$ cat src/rtl/mmufs_pkg.sv
// Shared types and status code constants for the MMU fault status generator.
// Assumes the access kind arrives as a 2-bit code; the reserved code acts as a load.
package mmufs_pkg;

    typedef enum logic [1:0] {
        ACC_LOAD  = 2'd0,
        ACC_STORE = 2'd1,
        ACC_FETCH = 2'd2,
        ACC_RSVD  = 2'd3
    } acc_e;

    localparam logic [4:0] CODE_PROT_DATA  = 5'd16;
    localparam logic [4:0] CODE_PROT_FETCH = 5'd17;
    localparam logic [4:0] CODE_MISS_DATA  = 5'd18;
    localparam logic [4:0] CODE_MISS_FETCH = 5'd19;
    localparam int unsigned STORE_BIT_POS  = 10;

endpackage

$ cat src/rtl/mmufs_xlate.sv
// Combinational translation stage: decides bypass, hit or fault for one access
// and forms the page-aligned physical address and permissions.
// Assumes the entry's bases are page aligned; low bits are masked regardless.
module mmufs_xlate #(
    parameter int unsigned ADDR_W    = 32,
    parameter int unsigned PAGE_BITS = 12,
    parameter int unsigned PERM_W    = 3
) (
    input  logic              acc_valid,
    input  logic [ADDR_W-1:0] vaddr,
    input  logic              vm_en,
    input  logic              mmu_present,
    input  logic              tlb_hit,
    input  logic [ADDR_W-1:0] tlb_vbase,
    input  logic [ADDR_W-1:0] tlb_pbase,
    input  logic [PERM_W-1:0] tlb_perm,
    output logic              ok,
    output logic              fault,
    output logic [ADDR_W-1:0] paddr,
    output logic [PERM_W-1:0] perm
);
    localparam logic [ADDR_W-1:0] PAGE_MASK = ~((ADDR_W)'((64'd1 << PAGE_BITS) - 64'd1));

    logic              xl_on;
    logic [ADDR_W-1:0] vpage;
    logic [ADDR_W-1:0] mapped;

    // Translation applies only with the unit present and virtual mode on.
    always_comb begin
        xl_on  = mmu_present & vm_en;
        vpage  = vaddr & PAGE_MASK;
        mapped = (tlb_pbase + (vpage - tlb_vbase)) & PAGE_MASK;
    end

    // Select bypass, hit or fault result.
    always_comb begin
        ok    = 1'b0;
        fault = 1'b0;
        paddr = vpage;
        perm  = '1;
        if (acc_valid) begin
            if (!xl_on) begin
                ok = 1'b1;
            end else if (tlb_hit) begin
                ok    = 1'b1;
                paddr = mapped;
                perm  = tlb_perm;
            end else begin
                fault = 1'b1;
            end
        end
    end

    // Guard: an access is never both translated and faulted.
    always_comb begin
        assert_ok_fault_excl_R4: assert (!(ok && fault));
    end
endmodule

$ cat src/rtl/mmufs_code.sv
// Status code encoder: maps fault kind and access kind to the fixed code
// with the store flag placed in its own bit. Assumes ESR_W > STORE_BIT_POS.
module mmufs_code
    import mmufs_pkg::*;
#(
    parameter int unsigned ESR_W = 16
) (
    input  logic [1:0]       acc_type,
    input  logic             is_prot,
    output logic [ESR_W-1:0] code
);
    acc_e kind;
    logic [4:0] base;

    // Pick the base code from fault kind and fetch-versus-data.
    always_comb begin
        kind = acc_e'(acc_type);
        if (is_prot) base = (kind == ACC_FETCH) ? CODE_PROT_FETCH : CODE_PROT_DATA;
        else         base = (kind == ACC_FETCH) ? CODE_MISS_FETCH : CODE_MISS_DATA;
    end

    // Assemble the full-width code with the store flag.
    always_comb begin
        code = '0;
        code[4:0] = base;
        code[STORE_BIT_POS] = (kind == ACC_STORE);
    end

    // Guard: base code always within the fault code range.
    always_comb begin
        assert_code_range_R5: assert (base >= 5'd16 && base <= 5'd19);
    end
endmodule

$ cat src/rtl/mmufs_state.sv
// Fault state: latches the faulting address and code, holds the exception
// request until acknowledged, and keeps the sticky recursive-fault flag.
// Assumes fault is a single-cycle qualifier from the translation stage.
module mmufs_state #(
    parameter int unsigned ADDR_W = 32,
    parameter int unsigned ESR_W  = 16
) (
    input  logic              clk,
    input  logic              rst_n,
    input  logic              fault,
    input  logic [ADDR_W-1:0] fault_addr,
    input  logic [ESR_W-1:0]  fault_code,
    input  logic              exc_ack,
    output logic [ADDR_W-1:0] ear,
    output logic [ESR_W-1:0]  esr,
    output logic              req,
    output logic              recur
);
    logic take;

    // A fault is taken only with no request pending and no recursion seen.
    always_comb take = fault && !req && !recur;

    // Exception address and status registers.
    always_ff @(posedge clk) begin
        if (!rst_n) begin
            ear <= '0;
            esr <= '0;
        end else if (take) begin
            ear <= fault_addr;
            esr <= fault_code;
        end
    end

    // Exception request: set on a taken fault, cleared by acknowledge.
    always_ff @(posedge clk) begin
        if (!rst_n)       req <= 1'b0;
        else if (take)    req <= 1'b1;
        else if (exc_ack) req <= 1'b0;
    end

    // Sticky recursive-fault flag.
    always_ff @(posedge clk) begin
        if (!rst_n)                  recur <= 1'b0;
        else if (fault && req)       recur <= 1'b1;
    end

    assert_req_hold_R8: assert property (@(posedge clk) disable iff (!rst_n)
        req && !exc_ack |=> req);
    assert_recur_sticky_R10: assert property (@(posedge clk) disable iff (!rst_n)
        recur |=> recur);
    assert_no_req_after_recur_R10: assert property (@(posedge clk) disable iff (!rst_n)
        recur && !req |=> !req);
    assert_ear_quiet_R11: assert property (@(posedge clk) disable iff (!rst_n)
        !fault |=> $stable(ear) && $stable(esr));
    assert_recur_keeps_ear_R9: assert property (@(posedge clk) disable iff (!rst_n)
        fault && req |=> $stable(ear));
endmodule

$ cat src/rtl/mmu_fault_status.sv
// MMU fault status generator top: registers the translation result and
// feeds failed lookups to the fault state with an encoded status code.
// Assumes the lookup inputs are valid in the same cycle as acc_valid.
module mmu_fault_status #(
    parameter int unsigned ADDR_W    = 32,
    parameter int unsigned PAGE_BITS = 12,
    parameter int unsigned PERM_W    = 3,
    parameter int unsigned ESR_W     = 16
) (
    input  logic              clk,
    input  logic              rst_n,
    input  logic              acc_valid,
    input  logic [1:0]        acc_type,
    input  logic [ADDR_W-1:0] vaddr,
    input  logic              vm_en,
    input  logic              mmu_present,
    input  logic              tlb_hit,
    input  logic              tlb_prot_err,
    input  logic [ADDR_W-1:0] tlb_vbase,
    input  logic [ADDR_W-1:0] tlb_pbase,
    input  logic [PERM_W-1:0] tlb_perm,
    input  logic              exc_ack,
    output logic              xl_valid,
    output logic [ADDR_W-1:0] xl_paddr,
    output logic [PERM_W-1:0] xl_perm,
    output logic [ADDR_W-1:0] ear,
    output logic [ESR_W-1:0]  esr,
    output logic              mmu_exc_req,
    output logic              recursive_fault
);
    logic              ok_c;
    logic              fault_c;
    logic [ADDR_W-1:0] paddr_c;
    logic [PERM_W-1:0] perm_c;
    logic [ESR_W-1:0]  code_c;

    mmufs_xlate #(.ADDR_W(ADDR_W), .PAGE_BITS(PAGE_BITS), .PERM_W(PERM_W)) u_xlate (
        .acc_valid   (acc_valid),
        .vaddr       (vaddr),
        .vm_en       (vm_en),
        .mmu_present (mmu_present),
        .tlb_hit     (tlb_hit),
        .tlb_vbase   (tlb_vbase),
        .tlb_pbase   (tlb_pbase),
        .tlb_perm    (tlb_perm),
        .ok          (ok_c),
        .fault       (fault_c),
        .paddr       (paddr_c),
        .perm        (perm_c)
    );

    mmufs_code #(.ESR_W(ESR_W)) u_code (
        .acc_type (acc_type),
        .is_prot  (tlb_prot_err),
        .code     (code_c)
    );

    mmufs_state #(.ADDR_W(ADDR_W), .ESR_W(ESR_W)) u_state (
        .clk        (clk),
        .rst_n      (rst_n),
        .fault      (fault_c),
        .fault_addr (vaddr),
        .fault_code (code_c),
        .exc_ack    (exc_ack),
        .ear        (ear),
        .esr        (esr),
        .req        (mmu_exc_req),
        .recur      (recursive_fault)
    );

    // Register the translation result for the next stage.
    always_ff @(posedge clk) begin
        if (!rst_n) begin
            xl_valid <= 1'b0;
            xl_paddr <= '0;
            xl_perm  <= '0;
        end else begin
            xl_valid <= ok_c;
            if (ok_c) begin
                xl_paddr <= paddr_c;
                xl_perm  <= perm_c;
            end
        end
    end

    assert_bypass_perm_R2: assert property (@(posedge clk) disable iff (!rst_n)
        acc_valid && !(vm_en && mmu_present) |=> xl_valid && (&xl_perm));
    assert_idle_no_valid_R11: assert property (@(posedge clk) disable iff (!rst_n)
        !acc_valid |=> !xl_valid);
    assert_fault_raises_req_R8: assert property (@(posedge clk) disable iff (!rst_n)
        acc_valid && vm_en && mmu_present && !tlb_hit && !mmu_exc_req && !recursive_fault
        |=> mmu_exc_req && !xl_valid);
endmodule

$ cat config.mk
export PLATFORM = sky130hd
export DESIGN_NAME = mmu_fault_status
export DESIGN_NICKNAME = d
export VERILOG_FILES = /design/src/rtl/mmufs_pkg.sv /design/src/rtl/mmufs_xlate.sv /design/src/rtl/mmufs_code.sv /design/src/rtl/mmufs_state.sv /design/src/rtl/mmu_fault_status.sv
export SDC_FILE = /design/constraint.sdc
export NUM_CORES = 1
export LEC_CHECK = 0
export BUFFER_PORTS_ARGS = -buffer_cell sky130_fd_sc_hd__buf_2
export CORE_ASPECT_RATIO = 1.1
export CORE_UTILIZATION = 40
export CTS_CLUSTER_SIZE = 24
export DETAILED_ROUTE_END_ITERATION = 7
export GPL_ROUTABILITY_DRIVEN = 0
export PLACE_DENSITY_LB_ADDON = 0.05
export SLEW_MARGIN = 25
export SYNTH_ARGS = -nofsm -noshare
export SYNTH_HDL_FRONTEND = slang
export SYNTH_HIERARCHICAL = 1
export SYNTH_SLANG_ARGS = --single-unit
$ cat constraint.sdc
create_clock -name clk -period 5.07 [get_ports clk]
set_input_delay 1.521 -clock clk [delete_from_list [all_inputs] [get_ports clk]]
set_output_delay 1.521 -clock clk [all_outputs]
set_load 0.05 [all_outputs]
==> results.yml, run 1 <==
setup_path:
  worstPathArrival_ns: 4.68
  criticalPathCategory: "primary input to register"
  reg2reg_setup_slack_ns: 3.65
  r2r-end: "u_state/ear[16]"
  slowest_stage: "fa_1"
  cp-start-kind: "primary input"
  r2r_cells: 3
  worstPathCellList: "buf_2 -> inv_1 -> fa_1 -> inv_1 -> ha_1 -> a21oi_1 -> o21ai_1 -> o31ai_1 -> a31oi_1 -> or2_1 -> a211o_1 -> nor4b_1 -> a211o_1 -> mux2i_1 -> nor2b_1"
  slowest_delay_ns: 0.54
  r2r_start: "u_state/recur"
  startpoint: "vaddr[15]"
  cp_data_required_time_ns: 5.34
  crit_path_end_kind: "register"
  path_max_fanout: 6
logic_synthesis:
  synth_cell_type_count: 57
  synth_top_area_frac: 0.282
  yosys.area_share.adder: 0.144
  synth.area.mux_share: 0.138
  async_reset_ff_frac: 0
  synth_top_family_by_area: "simple AND/OR/NAND/NOR gates"
  netlist_area_sq_um: 6110
  ys_warn_count: 6
  synthCells: 738
  synth_compound_area_frac: 0.113
  synth_top_area_cell: "dfxtp_1"
  synthXorXnorAreaFrac: 0.0286
  postSynthAreaPerCell_sq_um: 8.29
  ys_seq_elements: 86
  yosysSeqAreaShare: 0.282
  synth.area.top_cells: "dfxtp_1 (28%), mux2i_1 (14%), ha_1 (8.2%)"
  synth_top_flop_cell: "dfxtp_1"
  synthSimpleGateAreaFrac: 0.172
  synth_edf_count: 0
sta:
  hold_violations: 0
  max_clock_freq_mhz: 227
  setup-violations-final: 0
  fin_worst_skew_ns: 0.00891
  finalSetupTns_ns: 0
  timing.final.crit_period_ns: 4.41
  worstMarginPinSlew_ns: 1.02
  slew_headroom: 0.322
  worst_slack_ns: 0.661
  rsz0062_at_grt: "no"
  finalCritPeriodShare: 0.870
  slew_violations: 0
clock_network:
  clk_latency_ns: 0.34
  htreeDepth: 3
  cts_max_path_buffers: 2
  clk_pin_slew_ns: 0.07
  cts_sinks: 86
  post_cts_buffers: 0
  cts_buffers: 9
  cts_tree: "built"
  clk_root_buffer_cell: "clkbuf_16"
  hold_buffers: 0
  cts.repair.resized: 0
die:
  core_sq_um: 15000
  die_w_um: 120
  io_pins: 195
  initial_core_util: 0.408
  die_area_sq_um: 15800
  rows: 47
  die_h_um: 132
pwr:
  p_int_mw: 1.37
  swShare: 0.354
  switchingPower_mw: 0.747
  clock_power_share: 0.322
  power_frac_comb: 0.338
  p_per_area_nw_per_um2: 286
  p_seq_frac: 0.340
  total_leakage_power_nw: 3.78
  ir_worst_vdd_mv: 0.191
finish:
  layout_common_cells: "buf_2 (193), nand2_1 (132), inv_1 (93)"
  syn_to_final_growth_pct: 20.7
  fin_util: 0.492
  finalNetCount: 1080
  multiInputGateArea_sq_um: 3740
  antenna_cells: 0
  mostFrequentLayoutCell: "buf_2"
  fillerInstances: 1553
  regArea_sq_um: 1720
  drive_above_1_share: 0.249
place:
  dp_slack_ns: 0.381
  port_buffers: 194
  place_hpwl_mm: 11.6
global_routing:
  grt_overflow: 0
  antenna_found_initial: 1
  grt_pass1_vias: 5175
  track_usage: 0.192
  grt_start_max_net_pins: 113
  grt_pass1_wl_mm: 24.6
worst_hold_path:
  hold_path_end: "u_state/ear[22]"
  hold_path_depth: 2
  min_from: "u_state/ear[22]"
  min_path_type: "register to register"
drt:
  firstDrtPassIters: 4
  drc_errors: 0
  wirelength_mm: 14.7
  ant_nets: 0
  drt_iter0_markers: 175
  via_per_inst: 4.74
  post_drt_wl_per_cell_um: 13.2
  vias: 5281
status:
  status: "complete, no violations"
job:
  cap_violations: 0
[power groups by stage]
| stage | registers, mW | clock network (mW) | logic, mW |
|---|---|---|---|
| 2_1_floorplan | 0.828 | 0 | 0.455 |
| 3_3_place_gp | 0.732 | 0 | 0.711 |
| 3_5_place_dp | 0.733 | 0 | 0.713 |
| 4_1_cts | 0.717 | 0.702 | 0.717 |
| 5_1_grt | 0.720 | 0.734 | 0.799 |
| 6_report | 0.717 | 0.680 | 0.715 |
[metrics by stage]
stage / area (sq um) / std cells / power (mW) / hold slack [ns]
2_1_floorplan: 6200 / 760 / 1.28 / 0.670
3_3_place_gp: 7080 / 1097 / 1.44 / 0.440
3_5_place_dp: 7080 / 1097 / 1.45 / 0.446
4_1_cts: 7380 / 1113 / 2.14 / 0.455
5_1_grt: 7380 / 1113 / 2.25 / 0.464
6_report: 7380 / 1113 / 2.11 / 0.452
[routing by layer]
| metal | up-vias | global-route usage | routed length, um |
|---|---|---|---|
| met4 | 2 | 0.0333 | 71 |
| met1 | 2413 | 0.242 | 6640 |
| li1 | 2715 | - | - |
| met5 | - | 0 | 13 |
| met3 | 8 | 0.0477 | 898 |
| met2 | 143 | 0.331 | 7120 |
[sequential cells by signal (all words and copies together), names as in the netlist]
signal / count
u_state/recur: 1
u_state/ear: 32
xl_paddr: 32
xl_valid: 1
u_state/req: 1
u_state/esr: 16
xl_perm: 3
[Yosys cell counts (all sizes together) (3+ instances only)]
cell    instances
a21o            7
a21oi          32
buf            39
clkbuf         20
conb            3
dfxtp          86
fa             19
ha             40
inv            93
mux2i          84
nand2         132
nand3          10
nand4           7
nor2           16
nor2b          41
nor3            3
nor3b           4
o21a            6
o21ai          30
o21bai          6
o31ai           3
or2             4
xnor2          13
xor2            7
[how the worst max path moves through the flow]
stage                     cells after the start           end
after CTS                                    15  xl_paddr[30]
after global routing                         15  xl_paddr[30]
after floorplan                              14  xl_paddr[30]
final                                        15  xl_paddr[30]
after global placement                       15  xl_paddr[30]
after detailed placement                     15  xl_paddr[30]
[cell type report]
| cell class | count | share of cell area |
|---|---|---|
| Timing Repair Buffer | 200 | 0.138 |
| Clock buffer | 9 | 0.0305 |
| Inverter | 93 | 0.0473 |
| Sequential cell | 86 | 0.233 |
| Tap cell | 196 | 0.0332 |
| Multi-Input combinational cell | 522 | 0.507 |
| Clock inverter | 7 | 0.0110 |
[critical path, delay by kind of cell]
kind            cells  cell delay, ns
compound gates      6            1.32
fa+ha+maj           2            0.91
simple gates        3            0.66
buf+inv             3            0.21
mux                 1            0.06
[kinds of logic after synthesis]
logic type | count (synthesis)
mux | 84
flops | 86
xor+xnor | 20
buf+inv | 152
fa+ha+maj | 59
compound gates | 108
other cells | 3
simple gates | 226
Note: power is estimated with default switching activity, not from simulation.
==> run 2, diff against run 1 <==
--- a/config.mk
+++ b/config.mk
@@ -15,5 +15,4 @@
 export SLEW_MARGIN = 25
 export SYNTH_ARGS = -nofsm -noshare
 export SYNTH_HDL_FRONTEND = slang
-export SYNTH_HIERARCHICAL = 1
 export SYNTH_SLANG_ARGS = --single-unit
==> run 2 against run 1 <==
First-iteration DRC count grew 11%. Critical path type unchanged. Register-to-register slack gained 0.03 ns. Synthesized cell count down 13%. Setup slack improved by 0.37 ns. Combinational power up 2%. Count of clock-buffer cells in the layout rose by 3.
==> results.yml, run 2 <==
drt:
  drt_iter0_markers: 195
  post_drt_wl_per_cell_um: 13.7
  via_per_inst: 4.98
  drc_errors: 0
  vias: 4747
  ant_nets: 0
  firstDrtPassIters: 5
  wirelength_mm: 13.0
logic_synthesis:
  synth_top_area_cell: "dfxtp_1"
  synth_top_area_frac: 0.251
  synth_top_flop_cell: "dfxtp_1"
  synthCells: 641
  synth_edf_count: 0
  synth.area.top_cells: "dfxtp_1 (25%), ha_1 (10%), nand2_1 (7.9%)"
  ys_warn_count: 0
  yosysMostFrequentCell: "nand2_1"
  postSynthAreaPerCell_sq_um: 7.70
  synthTopCellsByCount: "nand2_1 (104), inv_1 (87), dfxtp_1 (62)"
  yosysSeqAreaShare: 0.251
  async_reset_ff_frac: 0
  netlist_area_sq_um: 4940
  synth_cell_type_count: 54
  ys_seq_elements: 62
die:
  die_w_um: 108
  die_area_sq_um: 12800
  core_sq_um: 12000
  rows: 42
  die_h_um: 119
  initial_core_util: 0.410
  io_pins: 195
global_routing:
  grt_overflow: 0
  grt_start_max_net_pins: 37
  grt_pass1_vias: 4292
  antenna_found_initial: 0
  track_usage: 0.205
  grt_pass1_wl_mm: 20.8
sta:
  worstMarginPinSlew_ns: 0.644
  setup-violations-final: 0
  finalSetupTns_ns: 0
  slew_violations: 0
  finalCritPeriodShare: 0.797
  max_clock_freq_mhz: 247
  slew_headroom: 0.569
  timing.final.crit_period_ns: 4.04
  fin_worst_skew_ns: 0.00578
  hold_violations: 0
  rsz0062_at_grt: "no"
  hold_ws_ns: 0.459
setup_path:
  cp_data_required_time_ns: 5.26
  crit_path_end_kind: "register"
  r2r-end: "u_state.ear[7]"
  r2r_start: "u_state.req"
  reg2reg_setup_slack_ns: 3.68
  path_max_fanout: 7
  criticalPathCategory: "primary input to register"
  cp-start-kind: "primary input"
  r2r_cells: 4
  worstPathArrival_ns: 4.23
clock_network:
  htreeDepth: 3
  cts_max_path_buffers: 2
  cts_sinks: 62
  clk_pin_slew_ns: 0.05
  post_cts_buffers: 0
  cts.repair.resized: 0
  cts_buffers: 9
  hold_buffers: 0
  cts_tree: "built"
  clk_latency_ns: 0.33
  clk_root_buffer_cell: "clkbuf_16"
finish:
  finalNetCount: 963
  fin_area_sq_um: 6110
  mostFrequentLayoutCell: "buf_2"
  syn_to_final_growth_pct: 23.7
  final_cells: 954
  fillerInstances: 1222
  antenna_cells: 0
  regMostFlops: "u_state.ear"
  largest_register_ffs: 32
  drive_above_1_share: 0.253
  layout_common_cells: "buf_2 (170), nand2_1 (103), inv_1 (87)"
  reg_top3: "u_state.ear: 32 flops, xl_paddr: 20 flops, u_state.esr: 4 flops"
pwr:
  p_seq_frac: 0.282
  power_frac_comb: 0.389
  ir_worst_vdd_mv: 0.183
  clock_power_share: 0.329
  report.power.total_mw: 1.87
  swShare: 0.370
  p_per_area_nw_per_um2: 306
  p_int_mw: 1.18
  total_leakage_power_nw: 3.10
  switchingPower_mw: 0.691
worst_hold_path:
  hold_path_end: "u_state.ear[21]"
  min_path_type: "register to register"
  min_from: "u_state.ear[21]"
  hold_path_depth: 2
place:
  place_inst: 938
  place_hpwl_mm: 10.6
  port_buffers: 170
  place_area_sq_um: 5810
status:
  status: "complete, no violations"
job:
  cap_violations: 0
-- run 2: final cells by class --
class,count,area [sq um],share of cell area
clock buffer,12,256,0.0420
inverter,87,327,0.0535
multi-input combinational,461,3170,0.518
tap,154,193,0.0315
clock inverter,4,45.0,0.00737
sequential,62,1240,0.203
timing repair buffer,174,881,0.144
-- run 2: cell families (layout without fill, tap and decap cells) --
| family | Yosys count | count (layout) | synth area share |
|---|---|---|---|
| compound gates | 181 | 181 | 0.251 |
| flops | 62 | 62 | 0.251 |
| xor+xnor | 19 | 19 | 0.0337 |
| simple gates | 178 | 178 | 0.158 |
| other cells | 1 | 24 | 0.000760 |
| buf+inv | 141 | 277 | 0.126 |
| fa+ha+maj | 59 | 59 | 0.178 |
-- run 2: how the worst max path moves through the flow --
stage	to	cells past startpoint	slack [ns]	startpoint
2_1_floorplan	xl_paddr[26]	12	1.07	vaddr[13]
3_3_place_gp	xl_paddr[26]	12	0.83	vaddr[13]
3_5_place_dp	xl_paddr[26]	12	0.73	vaddr[13]
4_1_cts	xl_paddr[26]	12	1.06	vaddr[13]
5_1_grt	xl_paddr[26]	12	0.91	vaddr[13]
6_report	xl_paddr[26]	12	1.03	vaddr[13]
-- run 2: power by group through the flow --
stage	registers, mW	clock network, mW	logic, mW
after floorplan	0.627	0	0.467
after global placement	0.536	0	0.721
after detailed placement	0.538	0	0.724
after CTS	0.527	0.626	0.728
after global routing	0.530	0.648	0.805
final	0.528	0.614	0.726
-- run 2: per-layer routing --
| metal | up-vias | global-route usage | wire (um) |
|---|---|---|---|
| li1 | 2432 | - | - |
| met1 | 2140 | 0.287 | 6260 |
| met2 | 155 | 0.318 | 5820 |
| met3 | 20 | 0.0359 | 715 |
| met4 | 0 | 0.0668 | 238 |
| met5 | - | 0 | 0 |
-- run 2: critical path: stages --
cell and delay (ns):
buf_2 0.10, inv_1 0.06, fa_1 0.55, inv_1 0.05, ha_1 0.39, nand4_1 0.16, or4_1 0.53, o21a_1 0.28
o21a_4 0.27, o21bai_4 0.11, xnor2_1 0.14, a21oi_1 0.08
-- run 2: stage by stage --
stage,util,setup slack [ns]
detailed placement,0.483,0.726
CTS,0.508,1.06
global placement,0.482,0.826
global route,0.508,0.914
finish,0.508,1.03
floorplan,-,1.07
